$ cat src/rtl/clk_mux_prediv_pkg.sv
package clk_mux_prediv_pkg;

    localparam int REG_W    = 32;
    localparam int NUM_SRC  = 4;
    localparam int SEL_LSB  = 16;
    localparam int SEL_W    = 2;
    localparam int PRE_LSB  = 8;
    localparam int PRE_W    = 5;
    localparam int POST_LSB = 4;
    localparam int POST_W   = 2;
    localparam int PRE_SRC  = 3;
    localparam int N_W      = PRE_W + POST_W + 1;

    localparam logic [REG_W-1:0] SEL_MASK  = REG_W'((1 << SEL_W) - 1) << SEL_LSB;
    localparam logic [REG_W-1:0] PRE_MASK  = REG_W'((1 << PRE_W) - 1) << PRE_LSB;
    localparam logic [REG_W-1:0] POST_MASK = REG_W'((1 << POST_W) - 1) << POST_LSB;
    localparam logic [REG_W-1:0] FIELD_MASK = SEL_MASK | PRE_MASK | POST_MASK;

    typedef struct packed {
        logic [SEL_W-1:0]  sel;
        logic [PRE_W-1:0]  pre;
        logic [POST_W-1:0] post;
    } cfg_t;

    typedef enum logic [1:0] {
        ST_PASS = 2'd0,
        ST_HIGH = 2'd1,
        ST_LOW  = 2'd2
    } phase_e;

endpackage

$ cat src/rtl/clk_mux_prediv_ctrl.sv
module clk_mux_prediv_ctrl
    import clk_mux_prediv_pkg::*;
(
    input  logic             clk,
    input  logic             rst_n,
    input  logic             wr_en,
    input  logic [REG_W-1:0] wr_data,
    input  logic [REG_W-1:0] wr_mask,
    output logic [REG_W-1:0] rd_data,
    output cfg_t             cfg
);

    logic [REG_W-1:0] ctrl_q;

    always_ff @(posedge clk or negedge rst_n) begin
        if (!rst_n) begin
            ctrl_q <= '0;
        end else if (wr_en) begin
            ctrl_q <= ((ctrl_q & ~wr_mask) | (wr_data & wr_mask)) & FIELD_MASK;
        end
    end

    assign rd_data  = ctrl_q;
    assign cfg.sel  = ctrl_q[SEL_LSB +: SEL_W];
    assign cfg.pre  = ctrl_q[PRE_LSB +: PRE_W];
    assign cfg.post = ctrl_q[POST_LSB +: POST_W];

    AST_UNUSED_ZERO: assert property (@(posedge clk) disable iff (!rst_n)
        (rd_data & ~FIELD_MASK) == '0);

    AST_MASK_KEEP: assert property (@(posedge clk) disable iff (!rst_n)
        wr_en |=> (((rd_data ^ $past(rd_data)) & ~$past(wr_mask)) == '0));

    AST_NO_WRITE_HOLD: assert property (@(posedge clk) disable iff (!rst_n)
        !wr_en |=> $stable(rd_data));

endmodule

$ cat src/rtl/clk_mux_prediv_edge.sv
module clk_mux_prediv_edge
    import clk_mux_prediv_pkg::*;
#(
    parameter int SRCS = NUM_SRC,
    parameter int SW   = SEL_W
) (
    input  logic            clk,
    input  logic            rst_n,
    input  logic [SRCS-1:0] src_clk,
    input  logic [SW-1:0]   sel,
    output logic            lvl,
    output logic            rise
);

    logic [SRCS-1:0] samp_q;
    logic [SRCS-1:0] prev_q;

    for (genvar i = 0; i < SRCS; i++) begin : g_smp
        always_ff @(posedge clk or negedge rst_n) begin
            if (!rst_n) begin
                samp_q[i] <= 1'b0;
                prev_q[i] <= 1'b0;
            end else begin
                samp_q[i] <= src_clk[i];
                prev_q[i] <= samp_q[i];
            end
        end
    end

    assign lvl  = samp_q[sel];
    assign rise = samp_q[sel] & ~prev_q[sel];

    AST_RISE_SPACED: assert property (@(posedge clk) disable iff (!rst_n)
        (rise && $stable(sel)) |=> !rise);

endmodule

$ cat src/rtl/clk_mux_prediv_core.sv
module clk_mux_prediv_core
    import clk_mux_prediv_pkg::*;
(
    input  logic             clk,
    input  logic             rst_n,
    input  logic             rise,
    input  logic             lvl,
    input  cfg_t             cfg_next,
    output logic [SEL_W-1:0] act_sel,
    output logic             div_clk,
    output logic             div_en
);

    phase_e            state, state_n;
    cfg_t              act;
    logic [PRE_W-1:0]  pre_cnt;
    logic [POST_W-1:0] post_cnt;
    logic              en_q;

    logic [PRE_W-1:0]  pre_eff;
    logic [N_W-1:0]    p_lim, n_tot, n_half, phase, ph_next, n_new;
    logic              term;

    function automatic logic [N_W-1:0] ratio_of(cfg_t c);
        logic [PRE_W-1:0] pe;
        pe = (c.sel == SEL_W'(PRE_SRC)) ? c.pre : '0;
        return (N_W'(pe) + N_W'(1)) * (N_W'(c.post) + N_W'(1));
    endfunction

    assign pre_eff = (act.sel == SEL_W'(PRE_SRC)) ? act.pre : '0;
    assign p_lim   = N_W'(pre_eff) + N_W'(1);
    assign n_tot   = ratio_of(act);
    assign n_half  = n_tot >> 1;
    assign phase   = N_W'(post_cnt) * p_lim + N_W'(pre_cnt);
    assign ph_next = phase + N_W'(1);
    assign n_new   = ratio_of(cfg_next);
    assign term    = (pre_cnt == pre_eff) && (post_cnt == act.post);

    // next-state logic
    always_comb begin
        state_n = state;
        if (rise && term) begin
            state_n = (n_new == N_W'(1)) ? ST_PASS : ST_HIGH;
        end else if (rise) begin
            unique case (state)
                ST_PASS: state_n = ST_PASS;
                ST_HIGH: state_n = (ph_next == n_half) ? ST_LOW : ST_HIGH;
                ST_LOW:  state_n = ST_LOW;
                default: state_n = ST_PASS;
            endcase
        end
    end

    // state register with the counters and active configuration
    always_ff @(posedge clk or negedge rst_n) begin
        if (!rst_n) begin
            state    <= ST_PASS;
            act      <= '0;
            pre_cnt  <= '0;
            post_cnt <= '0;
            en_q     <= 1'b0;
        end else begin
            state <= state_n;
            en_q  <= rise && term;
            if (rise) begin
                if (term) begin
                    act      <= cfg_next;
                    pre_cnt  <= '0;
                    post_cnt <= '0;
                end else if (pre_cnt == pre_eff) begin
                    pre_cnt  <= '0;
                    post_cnt <= post_cnt + 1'b1;
                end else begin
                    pre_cnt  <= pre_cnt + 1'b1;
                end
            end
        end
    end

    // outputs
    always_comb begin
        act_sel = act.sel;
        div_en  = en_q;
        unique case (state)
            ST_PASS: div_clk = lvl;
            ST_HIGH: div_clk = 1'b1;
            ST_LOW:  div_clk = 1'b0;
            default: div_clk = 1'b0;
        endcase
    end

    AST_CFG_HOLD: assert property (@(posedge clk) disable iff (!rst_n)
        !(rise && term) |=> $stable(act));

    AST_EN_PULSE: assert property (@(posedge clk) disable iff (!rst_n)
        div_en |=> !div_en);

    AST_PASS_UNITY: assert property (@(posedge clk) disable iff (!rst_n)
        (state == ST_PASS) |-> (n_tot == N_W'(1)));

    AST_HIGH_PHASE: assert property (@(posedge clk) disable iff (!rst_n)
        (state == ST_HIGH) |-> (phase < n_half));

    AST_EN_RESTART: assert property (@(posedge clk) disable iff (!rst_n)
        div_en |-> (phase == '0));

endmodule

$ cat src/rtl/clk_mux_prediv.sv
module clk_mux_prediv
    import clk_mux_prediv_pkg::*;
(
    input  logic               clk,
    input  logic               rst_n,
    input  logic [NUM_SRC-1:0] src_clk,
    input  logic               wr_en,
    input  logic [REG_W-1:0]   wr_data,
    input  logic [REG_W-1:0]   wr_mask,
    output logic [REG_W-1:0]   rd_data,
    output logic               div_clk,
    output logic               div_en
);

    cfg_t             cfg_w;
    logic [SEL_W-1:0] act_sel;
    logic             lvl;
    logic             rise;

    clk_mux_prediv_ctrl u_ctrl (
        .clk     (clk),
        .rst_n   (rst_n),
        .wr_en   (wr_en),
        .wr_data (wr_data),
        .wr_mask (wr_mask),
        .rd_data (rd_data),
        .cfg     (cfg_w)
    );

    clk_mux_prediv_edge #(
        .SRCS (NUM_SRC),
        .SW   (SEL_W)
    ) u_edge (
        .clk     (clk),
        .rst_n   (rst_n),
        .src_clk (src_clk),
        .sel     (act_sel),
        .lvl     (lvl),
        .rise    (rise)
    );

    clk_mux_prediv_core u_core (
        .clk      (clk),
        .rst_n    (rst_n),
        .rise     (rise),
        .lvl      (lvl),
        .cfg_next (cfg_w),
        .act_sel  (act_sel),
        .div_clk  (div_clk),
        .div_en   (div_en)
    );

endmodule

$ cat config.mk
export PLATFORM = sky130hd
export DESIGN_NAME = clk_mux_prediv
export DESIGN_NICKNAME = d
export VERILOG_FILES = /design/src/rtl/clk_mux_prediv_pkg.sv /design/src/rtl/clk_mux_prediv_ctrl.sv /design/src/rtl/clk_mux_prediv_edge.sv /design/src/rtl/clk_mux_prediv_core.sv /design/src/rtl/clk_mux_prediv.sv
export SDC_FILE = /design/constraint.sdc
export NUM_CORES = 1
export LEC_CHECK = 0
export ABC_CLOCK_PERIOD_IN_PS = 3900
export BUFFER_PORTS_ARGS = -buffer_cell sky130_fd_sc_hd__buf_2
export CORE_UTILIZATION = 47
export CTS_CLUSTER_DIAMETER = 40
export DETAILED_ROUTE_END_ITERATION = 10
export PLACE_DENSITY = 0.78
export SETUP_SLACK_MARGIN = 0.1
export SLEW_MARGIN = 30
export SYNTH_ARGS = -nofsm -noshare
export SYNTH_HDL_FRONTEND = slang
export SYNTH_SLANG_ARGS = --single-unit
$ cat constraint.sdc
create_clock -name clk -period 3.9 [get_ports clk]
set_input_delay 0.195 -clock clk [delete_from_list [all_inputs] [get_ports clk]]
set_output_delay 0.195 -clock clk [all_outputs]
set_load 0.005 [all_outputs]
Word level (Yosys, flattened, before mapping)
Cells that the tools add are included.
Widths: inputs -> output; s select.
- equality and inequality tests: 8
- $add $sub $neg: 8
- bitwise gates (word level): 6
- mux-type cells: 16
- magnitude comparators: 1
- multiply operators: 3
- reduce and logical (&&, ||, !) cells: 7
- operators by type and width (kind ; count):
    $and 18x18->18 ; 2
    $mux 5 ; 4
    $not 18->18 ; 1
    $or 18x18->18 ; 1
    $mul 8x8->8 ; 2
    $add 5x1->6 const B ; 2
    $mux 2 ; 5
    $add 8x1->8 const B ; 1
    $add 8x5->8 ; 1
    $eq 8x1->1 const B ; 1
    $eq 8x7->1 ; 1
    $mul 2x8->8 ; 1
    $add 2x1->3 const B ; 2
    $eq 2x2->1 const B ; 3
    $add 5x1->5 const B ; 1
    $eq 5x5->1 ; 1
    $bmux 1 s2 ; 2
    $pmux 2 s2 ; 1
    $reduce_and 2->1 ; 2
    $reduce_bool 2->1 ; 2
    $lt 2x3->1 const B ; 1
    $mux 1 ; 3
    $add 2x1->2 const B ; 1
    $eq 2x1->1 const B ; 1
    other kinds (6) ; 7
- word-level logic and storage cells: 65
- input port bits: 71
- register bits: 36

Logic depth before layout (Yosys ltp)
Gate-level depths: netlist of the first run.
- depth in word-level cells: 11
- mapped depth: 17

Modules after synthesis
From an unflattened synthesis of the first run, not the netlist that was laid out.
- cells, all modules: 352
- area, all modules: 3380.7 um2
- by module, submodules not included (module ; cells an instance ; area an instance (um2) ; instances ; sequential area each (um2)):
    clk_mux_prediv_core ; 280 ; 2479.9 ; 1 ; 475.5
    clk_mux_prediv_ctrl ; 61 ; 649.4 ; 1 ; 225.2
    clk_mux_prediv_edge ; 11 ; 251.5 ; 1 ; 200.2

Worst setup path after synthesis of the first run
OpenSTA, ideal clock, no wires.
- kind: register to register
- start point: reg u_core.act (netlist bit u_core.act_sel[0])
- end point: reg u_core.state[0]
- period minus slack after synthesis: 3.959 ns
- required time: 3.780 ns
- path buffers: 0
- arrival time: 3.838 ns
- stages on the path, launching flop included: 18
- slack: -0.059 ns
- cells stage by stage: dfrtp_1 and2_1 nand2_1 inv_1 ha_1 xnor2_1 nand2b_1 fa_1 inv_1 ha_1 fa_1 xnor2_1 xnor2_1 xnor2_1 or4_1 a221oi_2 nand2_1 a41o_1
- longest elaborated chain between the ends: 11
- elaborated cells between the ends (all ways): 22
- classes of those cells: 3 x add/sub; 2 x mul; 3 x eq/ne; 9 x mux; 2 x bitwise; 3 x reduce/logical
- ends and longest elaborated chain (element ; line ; RTL):
    start, declared ; clk_mux_prediv_core.sv:15 ; cfg_t act;
    start signal, assigned ; clk_mux_prediv_core.sv:67 ; act <= cfg_next;
    $eq 2x2->1 ; clk_mux_prediv_core.sv:26, clk_mux_prediv_core.sv:30 ;
    $mux 5 ; clk_mux_prediv_core.sv:26, clk_mux_prediv_core.sv:30 ;
    $add 5x1->6 ; clk_mux_prediv_core.sv:27, clk_mux_prediv_core.sv:31 ;
    $mul 2x8->8 ; clk_mux_prediv_core.sv:34 ; assign phase = N_W'(post_cnt) * p_lim + N_W'(pre_cnt);
    $add 8x5->8 ; clk_mux_prediv_core.sv:34 ;
    $add 8x1->8 ; clk_mux_prediv_core.sv:35 ; assign ph_next = phase + N_W'(1);
    $eq 8x7->1 ; clk_mux_prediv_core.sv:47 ; ST_HIGH: state_n = (ph_next == n_half) ? ST_LOW : ST_HIGH;
    $mux 2 ; clk_mux_prediv_core.sv:47 ;
    $pmux 2 s2 ; clk_mux_prediv_core.sv:45 ; unique case (state)
    $mux 2 ; clk_mux_prediv_core.sv:44 ; end else if (rise) begin
    $mux 2 ; clk_mux_prediv_core.sv:42 ; if (rise && term) begin
    end signal, assigned ; clk_mux_prediv_core.sv:63 ; state <= state_n;
    end, declared ; clk_mux_prediv_core.sv:14 ; phase_e state, state_n;
Several ways; a longest one is shown, not always the timed one. The select of a mux whose other input is x is not followed.
A chain may end at the register's enable or synchronous reset.

Worst setup path after layout of the first run
- start point: reg u_core.act (netlist bit u_core.act_sel[1])
- end point: reg u_core.state[1]
Same word-level chain as after synthesis.

==> results of run 1 <==
## layout make-up
type	instances	area [sq um]	share of cell area, %
Clock buffer	5	68.8	1.77
Clock inverter	3	23.8	0.612
Inverter	21	78.8	2.03
Multi-Input combinational cell	280	2370	61.1
Sequential cell	36	901	23.2
Tap cell	80	100	2.58
Timing Repair Buffer	56	340	8.76
## synthesized netlist by cell type, types with 2 or more instances
cell      count  area [sq um]
mux2_2       10           113
xnor3_1       2          45.0
buf_4        23           173
dfrtp_1      36           901
nand2_1      44           165
mux2_1        7          78.8
mux4_2        2          45.0
nor3_1        3          15.0
or4_1         2          15.0
fa_1         15           300
a21oi_1       9          45.0
clkbuf_1      3          11.3
nor2_1       18          67.6
o21ai_1       6          30.0
a31oi_1       2          12.5
xnor2_1      16           140
buf_2         3          15.0
and2_1       22           138
ha_1         30           375
a21o_1        6          45.0
nand2b_1      3          18.8
o21ai_0       6          30.0
nor2b_1       6          37.5
nand4_1       4          25.0
and3_1        2          12.5
xor2_1       11          96.3
or3_1         5          31.3
nand3_1      10          50.1
inv_1        21          78.8
## placed cells by master, fill, tap and decap left out, drive strengths merged, types with 6 or more instances in the layout
master	n
a21o	6
a21oi	10
and2	22
buf	53
conb	23
dfrtp	36
fa	15
ha	30
inv	21
mux2	17
nand2	44
nand3	11
nor2	18
nor2b	6
o21ai	12
xnor2	16
xor2	11
## stage by stage
step	setup TNS, ns	hold slack [ns]	area, sq um	util (%)	power [uW]
6_report	-0.0297	-0.0230	3880	57.5	2250
2_1_floorplan	0	-0.101	3400	-	1500
3_3_place_gp	-0.242	0.303	3570	52.9	1810
4_1_cts	-0.0427	0.000860	3770	55.8	2210
3_5_place_dp	-0.352	0.305	3570	52.9	1850
5_1_grt	-0.321	0.00575	3880	57.5	2460
## report_power, final
part           total [uW]  internal [uW]  switching, uW
Clock                 268            126            142
Sequential            630            472            159
Combinational        1360            707            649
Total                2250           1300            950
## cells by family after synthesis
family,Yosys count,synth area share [%]
AOI/OAI and AO/OA,42,8.58
xor gates and xnor gates,29,8.58
adders and majority gates,45,20.6
and+or+nand+nor,122,18.6
buffers and inverters,51,8.81
other,1,0.114
muxes,19,7.21
DFF,36,27.5
## critical path, delay by kind of cell (launching register included)
family                     cells  cell delay, ns
DFF                            1            0.41
buffers and inverters          2            0.20
xor gates and xnor gates       2            0.62
and+or+nand+nor                4            0.93
adders and majority gates      3            0.89
AOI/OAI and AO/OA              5            0.79
## timing repair
action	4_1_cts	5_1_grt
setup buffers	2	1
hold buffers	3	0
pin swaps	7	24
gates resized for setup	10	18
endpoints found under the setup margin	2	2
endpoints found under the hold margin	3	0
## routing by layer
layer  vias to the layer above  global-route usage (%)  share of wire [%]
li1                       1227                       -                  -
met1                      1193                    24.3                 45
met2                        63                    33.3                 50
met3                         9                    2.98                3.1
met4                         0                    5.00                1.9
met5                         -                       0                  0
## final timing paths
path,startpoint,to,slack [ns],cells after the start
max,u_core.act_sel[1],u_core.state[1],-0.03,16
min,rst_n,u_edge.samp_q[2],-0.02,1
max reg2reg,u_core.act_sel[1],u_core.state[1],-0.03,16
min reg2reg,u_edge.samp_q[3],u_edge.prev_q[3],0.38,0
max in group asynchronous,rst_n,asynchronous set/reset pin,3.43,1
min in group clk,src_clk[2],u_edge.samp_q[2],0.01,1
==> impl_metrics.ini, run 1 <==
[cts]
cts_root_buf = clkbuf_8
clkTransAtPathRegs_ns = 0.07
cts.sinks = 36
cts_buffers = 5
clockBufferDepth = 2
clock_latency_ns = 0.29
cts_tree = yes
h-tree-depth = 2

[timing]
fin_hold_ws_ns = -0.0230
hold_viol_final = 36
max_freq_mhz = 254
period_minus_slack_ns = 3.93
setup_slack_ns = -0.0297
rsz0062_at_grt = yes
finalClockSkew_ns = 0.00333
timing.final.crit_share_pct = 101
tightestPinTransition_ns = 0.783
max_slew_margin_pct = 47.8
slew_viol_final = 0
finalSetupViolCount = 1

[drt]
dr.first_iter.drc_count = 73
vias_per_cell = 5.18
drt_first_pass_iters = 4
vias = 2492
wirelength_mm = 6.37
avgRoutedWirePerCell_um = 13.2
drt.antenna.violating_nets = 0
drc = 0

[layout]
layout-drive-gt1-share_pct = 26.4
nNetsFinal = 516
layout.cells.non_filler = 481
syn_to_final_growth_pct = 18.4
antenna_cells = 0
nFillCells = 559

[worst_setup_path]
worstPathCellList = and2_4 > nand2_4 > inv_2 > ha_4 > xnor2_4 > and2_4 > fa_1 > ha_1 > a21o_1 > a21oi_2 > xnor3_1 > or4_4 > a221oi_4 > buf_4 > a31oi_1 > o22ai_1
worstPathRequired_ns = 4.11
crit_path_top_delay_cell = or4_4
cpPeakStageDelay_ns = 0.50
path_class = register to register
critPathMostFrequentCell = and2_4
critPathCaptureType = register
start_kind = register
arrival_ns = 4.14
cp_max_fo = 5

[floorplan]
ios = 105
die_area_sq_um = 7320
die_h_um = 85.5
die_x_um = 85.5
std_cell_rows = 30
start_util_pct = 48.5
core_area_sq_um = 6760

[synthesis]
ys_ff_latch = 36
synth.avg_cell_area_sq_um = 9.51
ys_types = 47
synth_edf_count = 0
ys.flop_type = dfrtp_1
async_flop_share_pct = 100
syn_area_sq_um = 3280
syn_inst = 345
yosysWarningCount = 0
yosysSeqAreaShare_pct = 27.5

[placement]
hpwl_mm = 5.01
gp_congestion = 0.833
post-place-ws_ns = -0.177
dpl.cell_count = 467
numPortBuffers = 35

[power]
power_per_cell_area_nw_per_um2 = 581
leakage_uw = 0.00191
max-vdd-ir-drop_mv = 0.373

[worst_hold_path]
hp-class = input port to asynchronous set/reset pin

[grt]
grt_pass1_wl_mm = 11.0
grt_max_degree = 37
grt.overflow.total = 0
first_global_vias = 2390
grt_usage_pct = 18.9
antenna_found_initial = 0

[job]
maxCapViolCount = 0

[run_status]
outcome = complete, but fails checks
violations = hold timing, setup timing
(Power assumes the default switching activity.)
==> run 2, diff against run 1 <==
--- a/config.mk
+++ b/config.mk
@@ -6,10 +6,10 @@
 export NUM_CORES = 1
 export LEC_CHECK = 0
 export ABC_CLOCK_PERIOD_IN_PS = 3900
-export BUFFER_PORTS_ARGS = -buffer_cell sky130_fd_sc_hd__buf_2
-export CORE_UTILIZATION = 47
+export CORE_UTILIZATION = 59
 export CTS_CLUSTER_DIAMETER = 40
 export DETAILED_ROUTE_END_ITERATION = 10
+export DONT_BUFFER_PORTS = 1
 export PLACE_DENSITY = 0.78
 export SETUP_SLACK_MARGIN = 0.1
 export SLEW_MARGIN = 30
==> impl_metrics.ini, run 2 (synthesis results as in run 1) <==
[run_status]
outcome = complete, but fails checks
violations = setup timing

[cts]
clock_latency_ns = 0.30
h-tree-depth = 2
clkTransAtPathRegs_ns = 0.08
cts_root_buf = clkbuf_8
clockBufferDepth = 2
cts_tree = yes
cts.sinks = 36
cts_buffers = 5

[timing]
period_minus_slack_ns = 3.98
hold_viol_final = 0
setup_slack_ns = -0.0819
rsz0062_at_grt = yes
max_freq_mhz = 251
finalClockSkew_ns = 0.00906
timing.final.crit_share_pct = 102
max_slew_margin_pct = 60.2
slew_viol_final = 0
finalSetupViolCount = 1
tightestPinTransition_ns = 0.597
fin_hold_ws_ns = 0.0420

[layout]
final_cell_mix = nand2_1 (42), dfrtp_1 (34), ha_1 (23), conb_1 (23), buf_4 (21)
layout-drive-gt1-share_pct = 19.9
mostFrequentLayoutCell = nand2_1
nFillCells = 383
nNetsFinal = 487
syn_to_final_growth_pct = 15.8
antenna_cells = 0
final_core_util_pct = 72.5

[power]
max-vdd-ir-drop_mv = 0.369
seqPwrFrac_pct = 26.6
power_switching_uw = 991
power_per_cell_area_nw_per_um2 = 628
leakage_uw = 0.00182
clockPowerShare_pct = 14.3
p_int_uw = 1390
swShare_pct = 41.6
comb_power_share_pct = 59.1

[drt]
vias = 2421
drt.antenna.violating_nets = 0
vias_per_cell = 5.48
drc = 0
dr.first_iter.drc_count = 63
drt_first_pass_iters = 4
avgRoutedWirePerCell_um = 15.5
wirelength_mm = 6.85

[worst_setup_path]
cp_max_fo = 4
worstPathRequired_ns = 4.11
start_kind = register
arrival_ns = 4.20
critPathCaptureType = register
r2r-start = u_core.act_sel[1]
path_class = register to register
crit_path_start = u_core.act_sel[1]

[grt]
grt.overflow.total = 0
grt_max_degree = 37
antenna_found_initial = 0
grt_usage_pct = 24.1
first_global_vias = 2465
grt_pass1_wl_mm = 11.2

[placement]
hpwl_mm = 5.00
post-place-ws_ns = -0.208
numPortBuffers = 0
gp_congestion = 0.883

[worst_hold_path]
hp-class = input port to register
hp-start = wr_data[12]

[floorplan]
die_x_um = 76.6
start_util_pct = 62.6
ios = 105
std_cell_rows = 26
die_area_sq_um = 5860
core_area_sq_um = 5240
die_h_um = 76.6

[job]
maxCapViolCount = 0
## run 2: cell types whose count changed in the layout (fill, tap and decap cells not counted), moves of 2 or more
cell / previous run / this run
buf_2: 35 / 0
buf_4: 18 / 21
dfrtp_1: 36 / 34
dfrtp_2: 0 / 2
dlygate4sd3_1: 3 / 5
## run 2: path summary, 6_finish.rpt
path	to	slack, ns	cells past startpoint
max	u_core.state[1]	-0.08	16
min	register	0.04	1
min in group asynchronous	u_core.act[1]	0.37	2
max reg2reg	u_core.state[1]	-0.08	16
max in group asynchronous	asynchronous set/reset pin	3.34	2
min reg2reg	u_edge.prev_q[0]	0.38	0
## run 2: critical path: stages, from the launching register on
cell,delay (ns)
dfrtp_1,0.40
and2_4,0.18
nand2_4,0.07
inv_2,0.04
ha_4,0.17
xnor2_4,0.14
buf_4,0.14
and2_1,0.16
fa_1,0.59
ha_4,0.25
a21oi_2,0.18
xnor3_1,0.41
or4_4,0.50
a221oi_4,0.26
buf_4,0.16
a31oi_1,0.08
o22ai_1,0.15
## run 2: cell type report
class | instances | area, sq um | area share (%)
sequential | 36 | 903 | 23.8
timing repair buffer | 27 | 228 | 5.99
inverter | 21 | 78.8 | 2.08
multi-input combinational | 280 | 2390 | 62.8
clock buffer | 5 | 68.8 | 1.81
clock inverter | 3 | 46.3 | 1.22
tap | 70 | 87.6 | 2.31
## run 2: through the flow
| step | instance area [sq um] | total power (uW) | std cells | setup TNS (ns) |
|---|---|---|---|---|
| after global routing | 3800 | 2550 | 442 | -0.290 |
| after floorplan | 3400 | 1500 | 367 | 0 |
| final | 3800 | 2380 | 442 | -0.0819 |
| after CTS | 3670 | 2280 | 440 | -0.0185 |
| after detailed placement | 3400 | 1840 | 424 | -0.399 |
| after global placement | 3400 | 1790 | 424 | -0.282 |
## run 2: what timing repair did
action / 4_1_cts / 5_1_grt
pin swaps: 4 / 16
hold buffers: 6 / 0
setup endpoints to repair: 2 / 2
setup buffers: 2 / 2
hold endpoints to repair: 40 / 0
resized for setup: 11 / 18
## run 2: power by group through the flow
stage | registers, uW | clock network (uW) | logic, uW
after floorplan | 579 | 0 | 919
after global placement | 619 | 0 | 1170
after detailed placement | 627 | 0 | 1210
after CTS | 622 | 337 | 1320
after global routing | 653 | 356 | 1540
final | 635 | 340 | 1410
## run 2: metal layers
layer	part of all wire, %	wire [um]	GRT usage [%]	up-vias
met1	43	2970	28.1	1171
met4	0.37	25	4.62	0
met5	0	0	0	-
met2	52	3570	46.0	76
li1	-	-	-	1169
met3	4.1	282	4.31	5
